--- src/rtl/mtx_pkg.sv ---
package mtx_pkg;

  // Slot positions that are fixed by the frame layout
  localparam int SLOT_PRE_LAST = 2;   // slots 1..2 hold mark level
  localparam int SLOT_START    = 3;
  localparam int SLOT_DATA0    = 4;

  // Meaning of the low two format bits when parity is enabled
  typedef enum logic [1:0] {
    PAR_SPACE = 2'b00,
    PAR_MARK  = 2'b01,
    PAR_EVEN  = 2'b10,
    PAR_ODD   = 2'b11
  } par_kind_e;

  // Level driven in the parity slot
  function automatic logic parity_level(input logic [2:0] fmt, input logic xor_all);
    logic lvl;
    if (!fmt[2]) begin
      lvl = 1'b1;
    end else begin
      case (par_kind_e'(fmt[1:0]))
        PAR_SPACE: lvl = 1'b0;
        PAR_MARK:  lvl = 1'b1;
        PAR_EVEN:  lvl = xor_all;
        default:   lvl = ~xor_all;
      endcase
    end
    return lvl;
  endfunction

endpackage

--- src/rtl/mtx_edge.sv ---
module mtx_edge (
  input  logic clk,
  input  logic send,
  output logic rise
);

  logic send_q;

  // Sampled every cycle, reset included, so a level held through reset is no edge
  always_ff @(posedge clk) begin
    send_q <= send;
  end

  assign rise = send & ~send_q;

endmodule

--- src/rtl/mtx_bitpos.sv ---
module mtx_bitpos #(
  parameter int LAST  = 14,
  parameter int POS_W = 4
) (
  input  logic             clk,
  input  logic             rst,
  input  logic             start,
  input  logic             tick,
  output logic [POS_W-1:0] pos
);

  localparam logic [POS_W-1:0] LAST_V = POS_W'(LAST);

  always_ff @(posedge clk) begin
    if (rst) begin
      pos <= '0;
    end else if (pos == '0) begin
      if (start) pos <= POS_W'(1);
    end else if (tick) begin
      pos <= (pos == LAST_V) ? '0 : pos + POS_W'(1);
    end
  end

endmodule

--- src/rtl/mtx_bitmux.sv ---
module mtx_bitmux #(
  parameter int DATA_W = 8,
  parameter int POS_W  = 4
) (
  input  logic              clk,
  input  logic              rst,
  input  logic              load,
  input  logic [DATA_W-1:0] data,
  input  logic [2:0]        mode,
  input  logic [POS_W-1:0]  pos,
  output logic              txd
);
  import mtx_pkg::*;

  localparam int IDX_W = (DATA_W > 1) ? $clog2(DATA_W) : 1;
  localparam logic [POS_W-1:0] START_V = POS_W'(SLOT_START);
  localparam logic [POS_W-1:0] D0_V    = POS_W'(SLOT_DATA0);
  localparam logic [POS_W-1:0] PAR_V   = POS_W'(SLOT_DATA0 + DATA_W);

  logic [DATA_W-1:0] byte_q;
  logic [2:0]        fmt_q;
  logic [POS_W-1:0]  off;
  logic              slot_lvl;

  assign off = pos - D0_V;

  always_comb begin
    if (pos == START_V)
      slot_lvl = 1'b0;
    else if (pos >= D0_V && pos < PAR_V)
      slot_lvl = byte_q[off[IDX_W-1:0]];
    else if (pos == PAR_V)
      slot_lvl = parity_level(fmt_q, ^byte_q);
    else
      slot_lvl = 1'b1;
  end

  always_ff @(posedge clk) begin
    if (rst) begin
      byte_q <= '0;
      fmt_q  <= '0;
      txd    <= 1'b1;
    end else begin
      if (load) begin
        byte_q <= data;
        fmt_q  <= mode;
      end
      txd <= slot_lvl;
    end
  end

endmodule

--- src/rtl/mux_uart_tx.sv ---
module mux_uart_tx #(
  parameter int DATA_W = 8
) (
  input  logic              clk,
  input  logic              rst,
  input  logic              baud_tick,
  input  logic              send,
  input  logic [DATA_W-1:0] data,
  input  logic [2:0]        mode,
  output logic              ready,
  output logic              txd
);
  import mtx_pkg::*;

  localparam int LAST  = SLOT_DATA0 + DATA_W + 2;
  localparam int POS_W = $clog2(LAST + 1);

  logic             rise;
  logic             start;
  logic [POS_W-1:0] pos;

  mtx_edge u_edge (
    .clk  (clk),
    .send (send),
    .rise (rise)
  );

  assign ready = (pos == '0);
  assign start = rise & ready;

  mtx_bitpos #(.LAST(LAST), .POS_W(POS_W)) u_pos (
    .clk   (clk),
    .rst   (rst),
    .start (start),
    .tick  (baud_tick),
    .pos   (pos)
  );

  mtx_bitmux #(.DATA_W(DATA_W), .POS_W(POS_W)) u_mux (
    .clk  (clk),
    .rst  (rst),
    .load (start),
    .data (data),
    .mode (mode),
    .pos  (pos),
    .txd  (txd)
  );

endmodule

--- config.mk ---
export PLATFORM = sky130hd
export DESIGN_NAME = mux_uart_tx
export DESIGN_NICKNAME = d
export VERILOG_FILES = /design/src/rtl/mtx_pkg.sv /design/src/rtl/mtx_edge.sv /design/src/rtl/mtx_bitpos.sv /design/src/rtl/mtx_bitmux.sv /design/src/rtl/mux_uart_tx.sv
export SDC_FILE = /design/constraint.sdc
export NUM_CORES = 1
export LEC_CHECK = 0
export BUFFER_PORTS_ARGS = -buffer_cell sky130_fd_sc_hd__buf_4
export CORE_MARGIN = 2
export CORE_UTILIZATION = 30
export CTS_BUF_LIST = sky130_fd_sc_hd__clkbuf_4 sky130_fd_sc_hd__clkbuf_8 sky130_fd_sc_hd__clkbuf_16
export CTS_CLUSTER_DIAMETER = 200
export DETAILED_ROUTE_END_ITERATION = 8
export PLACE_DENSITY = 0.6
export RECOVER_POWER = 50
export SKIP_LAST_GASP = 1
export SYNTH_ARGS = -nofsm -noshare
export SYNTH_HDL_FRONTEND = slang
export SYNTH_SLANG_ARGS = --single-unit
--- constraint.sdc ---
create_clock -name clk -period 2 [get_ports clk]
set_input_delay 0.4 -clock clk [delete_from_list [all_inputs] [get_ports clk]]
set_output_delay 0.4 -clock clk [all_outputs]
set_load 0.02 [all_outputs]
# Yosys cells after proc, flatten, opt, wreduce, memory -nomap -nowiden
# Index checks and enable logic that the tools add are counted.
# classes
addsub	2
muxes	11
n_lt_le_gt_ge	3
reduce_logical	6
eq_ne	6
bitwise_logic	4
# op_table
op	n
$mux 4	4
$eq 4x4->1 const B	2
$reduce_xor 8->1	1
$mux 1	5
$add 4x1->4 const B	1
$eq 4x2->1 const B	1
$ge 4x3->1 const B	1
$logic_not 4->1	1
$lt 3x4->1 const B	1
$lt 4x4->1 const B	1
$bmux 1 s3	1
$pmux 1 s3	1
$sub 3x3->3 const B	1
$and 1x1->1	2
$eq 2x1->1 const B	1
$eq 2x2->1 const B	1
$logic_not 2->1	1
$ne 2x1->1 const B	1
$not 1->1	2
$reduce_and 2->1	1
$reduce_bool 2->1	1
$logic_and 1x1->1	1
# word_totals
output_inout_bits	2
register_bits	17
elab_cells	37

# Logic depth before layout (Yosys ltp)
# Gate-level depths: netlist (run 1).
# depth
depth_word	7
depth_mapped	7
depth_no_buf	7

# Modules after synthesis
# A second synthesis (run 1) with hierarchy kept.
# hier_totals
cells_unflattened	95
area_unflattened_um2	947.2
# by_module_without_submodules
mod	area_per_inst_um2	instances	cells_each	seq_area_each_um2
mtx_bitmux	610.6	1	58	240.2
mtx_bitpos	284.0	1	33	80.1
mtx_edge	33.8	1	2	20.0
mux_uart_tx	18.8	1	2	0.0

# Worst setup path before layout (run 1)
# No wires, ideal clock.
# synth_path
path_type	register to register
start	register u_pos.pos[2]
end	register u_mux.txd
path_buffers	0
setup_time_ps	127
t_arrival_ps	1314
path_slack_ps	559
stages_incl_launch_ff	6
path_cell_list	dfxtp_1 inv_1 ha_1 nand4b_1 a2111oi_2 nor3b_1
# synth_between
elab_chain_len	5
elab_cells_between_ends	11
# synth_rtl
item	line_no	text
start, declared	mtx_bitpos.sv:9	output logic [POS_W-1:0] pos
start signal, assigned	mtx_bitpos.sv:20	pos <= (pos == LAST_V) ? '0 : pos + POS_W'(1);
$sub 3x3->3	mtx_bitmux.sv:25	assign off = pos - D0_V;
$bmux 1 s3	mtx_bitmux.sv:31	slot_lvl = byte_q[off[IDX_W-1:0]];
$mux 1 (not written as such)	mtx_bitmux.sv:31	
$mux 1	mtx_bitmux.sv:30	else if (pos >= D0_V && pos < PAR_V)
$mux 1 (*)	mtx_bitmux.sv:28	if (pos == START_V)
end signal, assigned	mtx_bitmux.sv:48	txd <= slot_lvl;
end, declared	mtx_bitmux.sv:11	output logic txd
# Every way passes the cells marked *; elsewhere a longest branch is shown, timed or not. The select of a mux whose other input is x is not followed.
# A chain may end at the register's enable or synchronous reset.

# Final worst setup path (run 1)
# layout_path
start	register u_pos.pos[0]
end	output ready
# layout_between
elab_chain_len	1
# layout_rtl
item	line_no	text
$logic_not 4->1	mux_uart_tx.sv:28	assign ready = (pos == '0);
end, declared	mux_uart_tx.sv:10	output logic ready,
# No other way between the ends.

==> results of run 1 <==
-- sequential cells by signal, summed over array words and instances (netlist names) --
name           flops
u_mux.byte_q       8
u_edge.send_q      1
u_mux.txd          1
u_pos.pos          4
u_mux.fmt_q        3
-- cells in the final DEF, fill, tap and decap left out, types with 2 or more instances in the layout --
cell type,n
dfxtp_1,17
nor2_1,16
buf_4,15
mux2i_1,14
xnor2_1,6
a21oi_1,5
clkbuf_4,5
inv_1,3
o21ai_0,3
nand2_1,2
nand4b_1,2
nand3_1,2
nor3b_1,2
ha_1,2
-- cells in the mapped netlist (all sizes together), types with 2 or more instances --
master  instances  area [um2]
ha              2        25.0
mux4            2        48.8
nand2           2        7.51
nor2           16        60.1
nand4b          2        17.5
nand3           2        10.0
buf             3        17.5
mux2i          14         140
dfxtp          17         340
a21oi           5        25.0
xnor2           6        52.6
nor3b           2        15.0
clkbuf          2        8.75
inv             3        11.3
o21ai           4        20.0
-- cells by family (layout without fill, tap and decap cells) --
family / Yosys count / count (layout) / synth area share, %
buffers and inverters: 8 / 25 / 4.35
multiplexers: 16 / 16 / 21.9
XOR/XNOR: 7 / 7 / 7.11
AO/OA/AOI/OAI: 12 / 12 / 9.29
flip-flops: 17 / 17 / 39.5
AND/OR/NAND/NOR: 27 / 27 / 15.0
adder cells (fa/ha/maj): 2 / 2 / 2.90
-- worst max path at each step --
| stage | end | slack [ns] |
|---|---|---|
| floorplan | u_mux.txd | 0.56 |
| detailed placement | u_mux.txd | 0.46 |
| finish | ready | 0.29 |
| global placement | u_mux.txd | 0.52 |
| global route | ready | 0.11 |
| CTS | ready | 0.27 |
-- stage by stage --
stage / power [uW] / utilization (%) / hold slack, ns
5_1_grt: 819 / 37.8 / 0.222
3_3_place_gp: 577 / 36.9 / 0.496
2_1_floorplan: 526 / - / 0.428
6_report: 764 / 37.8 / 0.244
4_1_cts: 777 / 38.0 / 0.214
3_5_place_dp: 581 / 36.9 / 0.508
-- worst register-to-register path: stages, from the launching register on --
cell	delay, ns
dfxtp_1	0.57
nor2_1	0.13
nand4b_1	0.14
clkbuf_2	0.34
mux2i_1	0.24
nor2_1	0.06
-- power groups by stage --
stage	registers (uW)	logic, uW	clock network (uW)
global placement	392	186	0
finish	384	183	197
floorplan	382	143	0
detailed placement	392	189	0
CTS	384	188	205
global route	388	206	226
-- layout make-up --
cell class | count | area [um2] | area share [%]
Tap cell | 31 | 38.8 | 3.75
Clock buffer | 4 | 30.0 | 2.91
Multi-Input combinational cell | 64 | 484 | 46.9
Inverter | 3 | 11.3 | 1.09
Sequential cell | 17 | 340 | 32.9
Timing Repair Buffer | 18 | 129 | 12.5
-- layer usage --
metal  share of wire, %  routed length, um
met1                 47                716
met5                  0                  0
met2                 47                718
met4                2.4                 36
met3                2.9                 44
==> results.cfg, run 1 <==
[logic_synthesis]
synth_seq_area_share_pct = 39.5
ys_async_sr_fraction_pct = 0
syn_inst = 89
synth_top_flop_cell = dfxtp_1
syn_area_per_cell_um2 = 9.69
ys_types = 26
yosys_warnings = 0
synth_area_um2 = 862
syn-num-nets = 106
synth_edf_count = 0
ys_ff_latch = 17

[min_path]
hp-class = primary input to flip-flop
min-delay-start = send
min_to = u_edge.send_q
holdPathStages = 1

[setup_path]
startpoint_type = flip-flop
critPathMaxStageDelay_ns = 0.35
reg2reg_to = u_mux.byte_q[0]
slowest_stage = dfxtp_1
arrival_ns = 1.31
path_class = flip-flop to primary output
cp_common_cell = buf_4
cpLargestDelayFamily = buffers and inverters
cp_max_fo = 10
startpoint = u_pos.pos[0]
reg2regPathDepth = 5
cp.required_ns = 1.60
r2r_start = u_pos.pos[1]
end_kind = primary output
path_cells = buf_4, nor2_1, nand2_1, inv_1, buf_4
reg2reg_slack_ns = 0.42
worst-path-stages = 5
worst-path-buf-inv = 3

[sta]
worst_pin_slew_ns = 0.390
slew_violations = 0
fmax_mhz = 584
rsz0062_at_grt = false
fin_ws_ns = 0.287
post-route-period-util_pct = 85.6
period_minus_slack_ns = 1.71
skew_ns = 0.00337
setup_violations = 0
finalHoldViolations = 0
fin_setup_tns_ns = 0
slew_headroom_pct = 73.9

[global_routing]
grt_pass1_wl_um = 2710
grt_pass1_vias = 615
busiest_layer = met2
use_met2_pct = 17.2
grt_max_degree = 19
gr-total-overflow = 0
grtUsageMet3_pct = 2.72
grtUsageMet1_pct = 12.9
antenna_found_initial = 0
grt_use_total_pct = 10.8

[power_and_ir_drop]
p_int_uw = 547
seqPwrFrac_pct = 50.2
p_leak_uw = 0.000470
power_frac_clock_pct = 25.8
p_per_area_mw_per_mm2 = 739
swShare_pct = 28.3
p_comb_share_pct = 24.0
p_switching_uw = 216
peakVddDrop_uv = 436

[drt]
drtIter0Drc = 2
wl_per_cell_um = 11.1
vias = 667
drt_wl_total_um = 1520
drtPass1Iterations = 4
drtAntennaViolNets = 0
routed_via_density = 4.87
drc = 0

[floorplanning]
core-area_mm2 = 0.00273
ios = 17
die_w_um = 57.6
dieHeight_um = 57.6
num_rows = 19
dieArea_mm2 = 0.00332
initial_utilization_pct = 31.5

[cells_and_area]
syn2layout_area_growth_pct = 19.9
diodes = 0
nNetsFinal = 124
nFillCells = 284
drive_above_1_share_pct = 22.6
fin_cells = 137
design_area_mm2 = 0.00103

[place]
place_hpwl_um = 1140
routabilityCongestion = 0.788
placed_cells = 133
dp_slack_ns = 0.459
placed_cell_area_mm2 = 0.00101
io_buffers = 16

[cts]
hold_buffers = 0
cts_tree = yes
clockRootBuffer = clkbuf_4
clkSinkCount = 17
htreeDepth = 1
cts_setup_buffers = 0
clock_path_buffers = 2
ctsResizeCount = 0
insertion_delay_ns = 0.29
clk_pin_slew_ns = 0.10
cts_buffers = 3

[run]
maxCapViolations = 0

[status]
outcome = finished clean
No activity file was read; power rests on OpenSTA's default activity.
==> run 2, diff against run 1 <==
--- a/config.mk
+++ b/config.mk
@@ -7,11 +7,11 @@
 export LEC_CHECK = 0
 export BUFFER_PORTS_ARGS = -buffer_cell sky130_fd_sc_hd__buf_4
 export CORE_MARGIN = 2
-export CORE_UTILIZATION = 30
+export CORE_UTILIZATION = 33
 export CTS_BUF_LIST = sky130_fd_sc_hd__clkbuf_4 sky130_fd_sc_hd__clkbuf_8 sky130_fd_sc_hd__clkbuf_16
 export CTS_CLUSTER_DIAMETER = 200
 export DETAILED_ROUTE_END_ITERATION = 8
-export PLACE_DENSITY = 0.6
+export PLACE_DENSITY = 0.63
 export RECOVER_POWER = 50
 export SKIP_LAST_GASP = 1
 export SYNTH_ARGS = -nofsm -noshare
==> run 2 against run 1 <==
Net effect: register-to-register slack worse by 0.15 ns; first-iteration DRC count grew to 5.5 times the previous value; non-clock buffer count is 1 higher; largest power group unchanged; global-route usage is 1.1 points higher; clock power hardly changed; highest routed layer is now met3; sequential power hardly changed; flip-flop and latch count stayed put; setup slack worse by 0.036 ns.
==> results.cfg, run 2 (synthesis gave the netlist of run 1 again) <==
[status]
outcome = finished clean

[floorplanning]
dieArea_mm2 = 0.00304
initial_utilization_pct = 34.8
core-area_mm2 = 0.00248
dieHeight_um = 55.1
die_w_um = 55.1
ios = 17
num_rows = 18

[sta]
slew_violations = 0
slew_headroom_pct = 70.3
fin_ws_ns = 0.252
timing.hold.ws_ns = 0.251
period_minus_slack_ns = 1.75
rsz0062_at_grt = false
skew_ns = 0.00307
fin_setup_tns_ns = 0
setup_violations = 0
fmax_mhz = 572
finalHoldViolations = 0
post-route-period-util_pct = 87.4
worst_pin_slew_ns = 0.441

[setup_path]
slowest_stage = dfxtp_1
cp_max_fo = 10
startpoint_type = flip-flop
cpLargestDelayFamily = buffers and inverters
worst-path-buf-inv = 3
path_class = flip-flop to primary output
cp_common_cell = buf_4
cp.required_ns = 1.60
arrival_ns = 1.35
path_cells = buf_4, nor2_1, nand2_1, inv_1, buf_4
end_kind = primary output
critPathMaxStageDelay_ns = 0.36

[place]
io_buffers = 16
routabilityCongestion = 0.810
placed_cell_area_mm2 = 0.00102
dp_slack_ns = 0.460
place_hpwl_um = 1170

[cells_and_area]
final_common_cell = dfxtp_1
final_util_pct = 41.7
nFillCells = 268
diodes = 0
syn2layout_area_growth_pct = 19.7
top_regs = u_mux.byte_q (8), u_pos.pos (4), u_mux.fmt_q (3)
nNetsFinal = 125
design_area_mm2 = 0.00103
final_cell_mix = 17 x dfxtp_1, 16 x nor2_1, 16 x buf_4
largest_reg_flops = 8
drive_above_1_share_pct = 21.5
top_register = u_mux.byte_q

[global_routing]
grt_pass1_vias = 555
antenna_found_initial = 0
grt_pass1_wl_um = 2480
grt_use_total_pct = 11.9
grt_max_degree = 19
gr-total-overflow = 0

[drt]
drt_wl_total_um = 1550
drc = 0
vias = 672
routed_via_density = 4.91
drtIter0Drc = 11
drtPass1Iterations = 5
wl_per_cell_um = 11.3
drtAntennaViolNets = 0

[cts]
clock_path_buffers = 2
cts_tree = yes
cts_setup_buffers = 0
clkSinkCount = 17
htreeDepth = 1
cts_buffers = 3
clockRootBuffer = clkbuf_4
insertion_delay_ns = 0.30
clk_pin_slew_ns = 0.11
ctsResizeCount = 0
hold_buffers = 0

[power_and_ir_drop]
p_leak_uw = 0.000467
p_per_area_mw_per_mm2 = 738
peakVddDrop_uv = 652

[run]
maxCapViolations = 0

[min_path]
hp-class = primary input to flip-flop
-- run 2: worst register-to-register path: cells and delay by family, from the launching register on --
family | cells | cell delay [ns]
AO/OA/AOI/OAI | 1 | 0.42
adder cells (fa/ha/maj) | 1 | 0.25
buffers and inverters | 1 | 0.09
flip-flops | 1 | 0.38
multiplexers | 1 | 0.23
AND/OR/NAND/NOR | 2 | 0.25
-- run 2: area by class of cell --
type,instances,area (um2),share of cell area [%]
Clock buffer,3,22.5,2.18
Clock inverter,1,7.51,0.727
Inverter,3,11.3,1.09
Multi-Input combinational cell,64,480,46.5
Sequential cell,17,340,33.0
Tap cell,30,37.5,3.64
Timing Repair Buffer,19,133,12.8
-- run 2: per-stage QoR --
stage | cells | power, uW
after floorplan | 89 | 526
after global placement | 133 | 580
after detailed placement | 133 | 583
after CTS | 137 | 777
after global routing | 137 | 807
final | 137 | 762
-- run 2: power by group --
part / switching [uW] / internal (uW)
Sequential: 21.2 / 360
Combinational: 90.7 / 95.7
Clock: 118 / 76.1
Total: 230 / 532
-- run 2: layer usage --
layer  GRT usage, %  vias up  wire length [um]
met1           15.0      295               702
met4           2.44        0                 0
met3           4.84        0               123
li1               -      350                 -
met2           19.2       27               724
met5              0        -                 0
-- run 2: worst paths after layout --
check	from	endpoint	slack, ns	cells past startpoint
worst max register to register	u_pos.pos[2]	u_pos.pos[0]	0.27	6
worst min register to register	u_pos.pos[2]	u_pos.pos[2]	0.53	2
worst min-delay path	send	u_edge.send_q	0.25	1
worst max-delay path	u_pos.pos[0]	ready	0.25	5
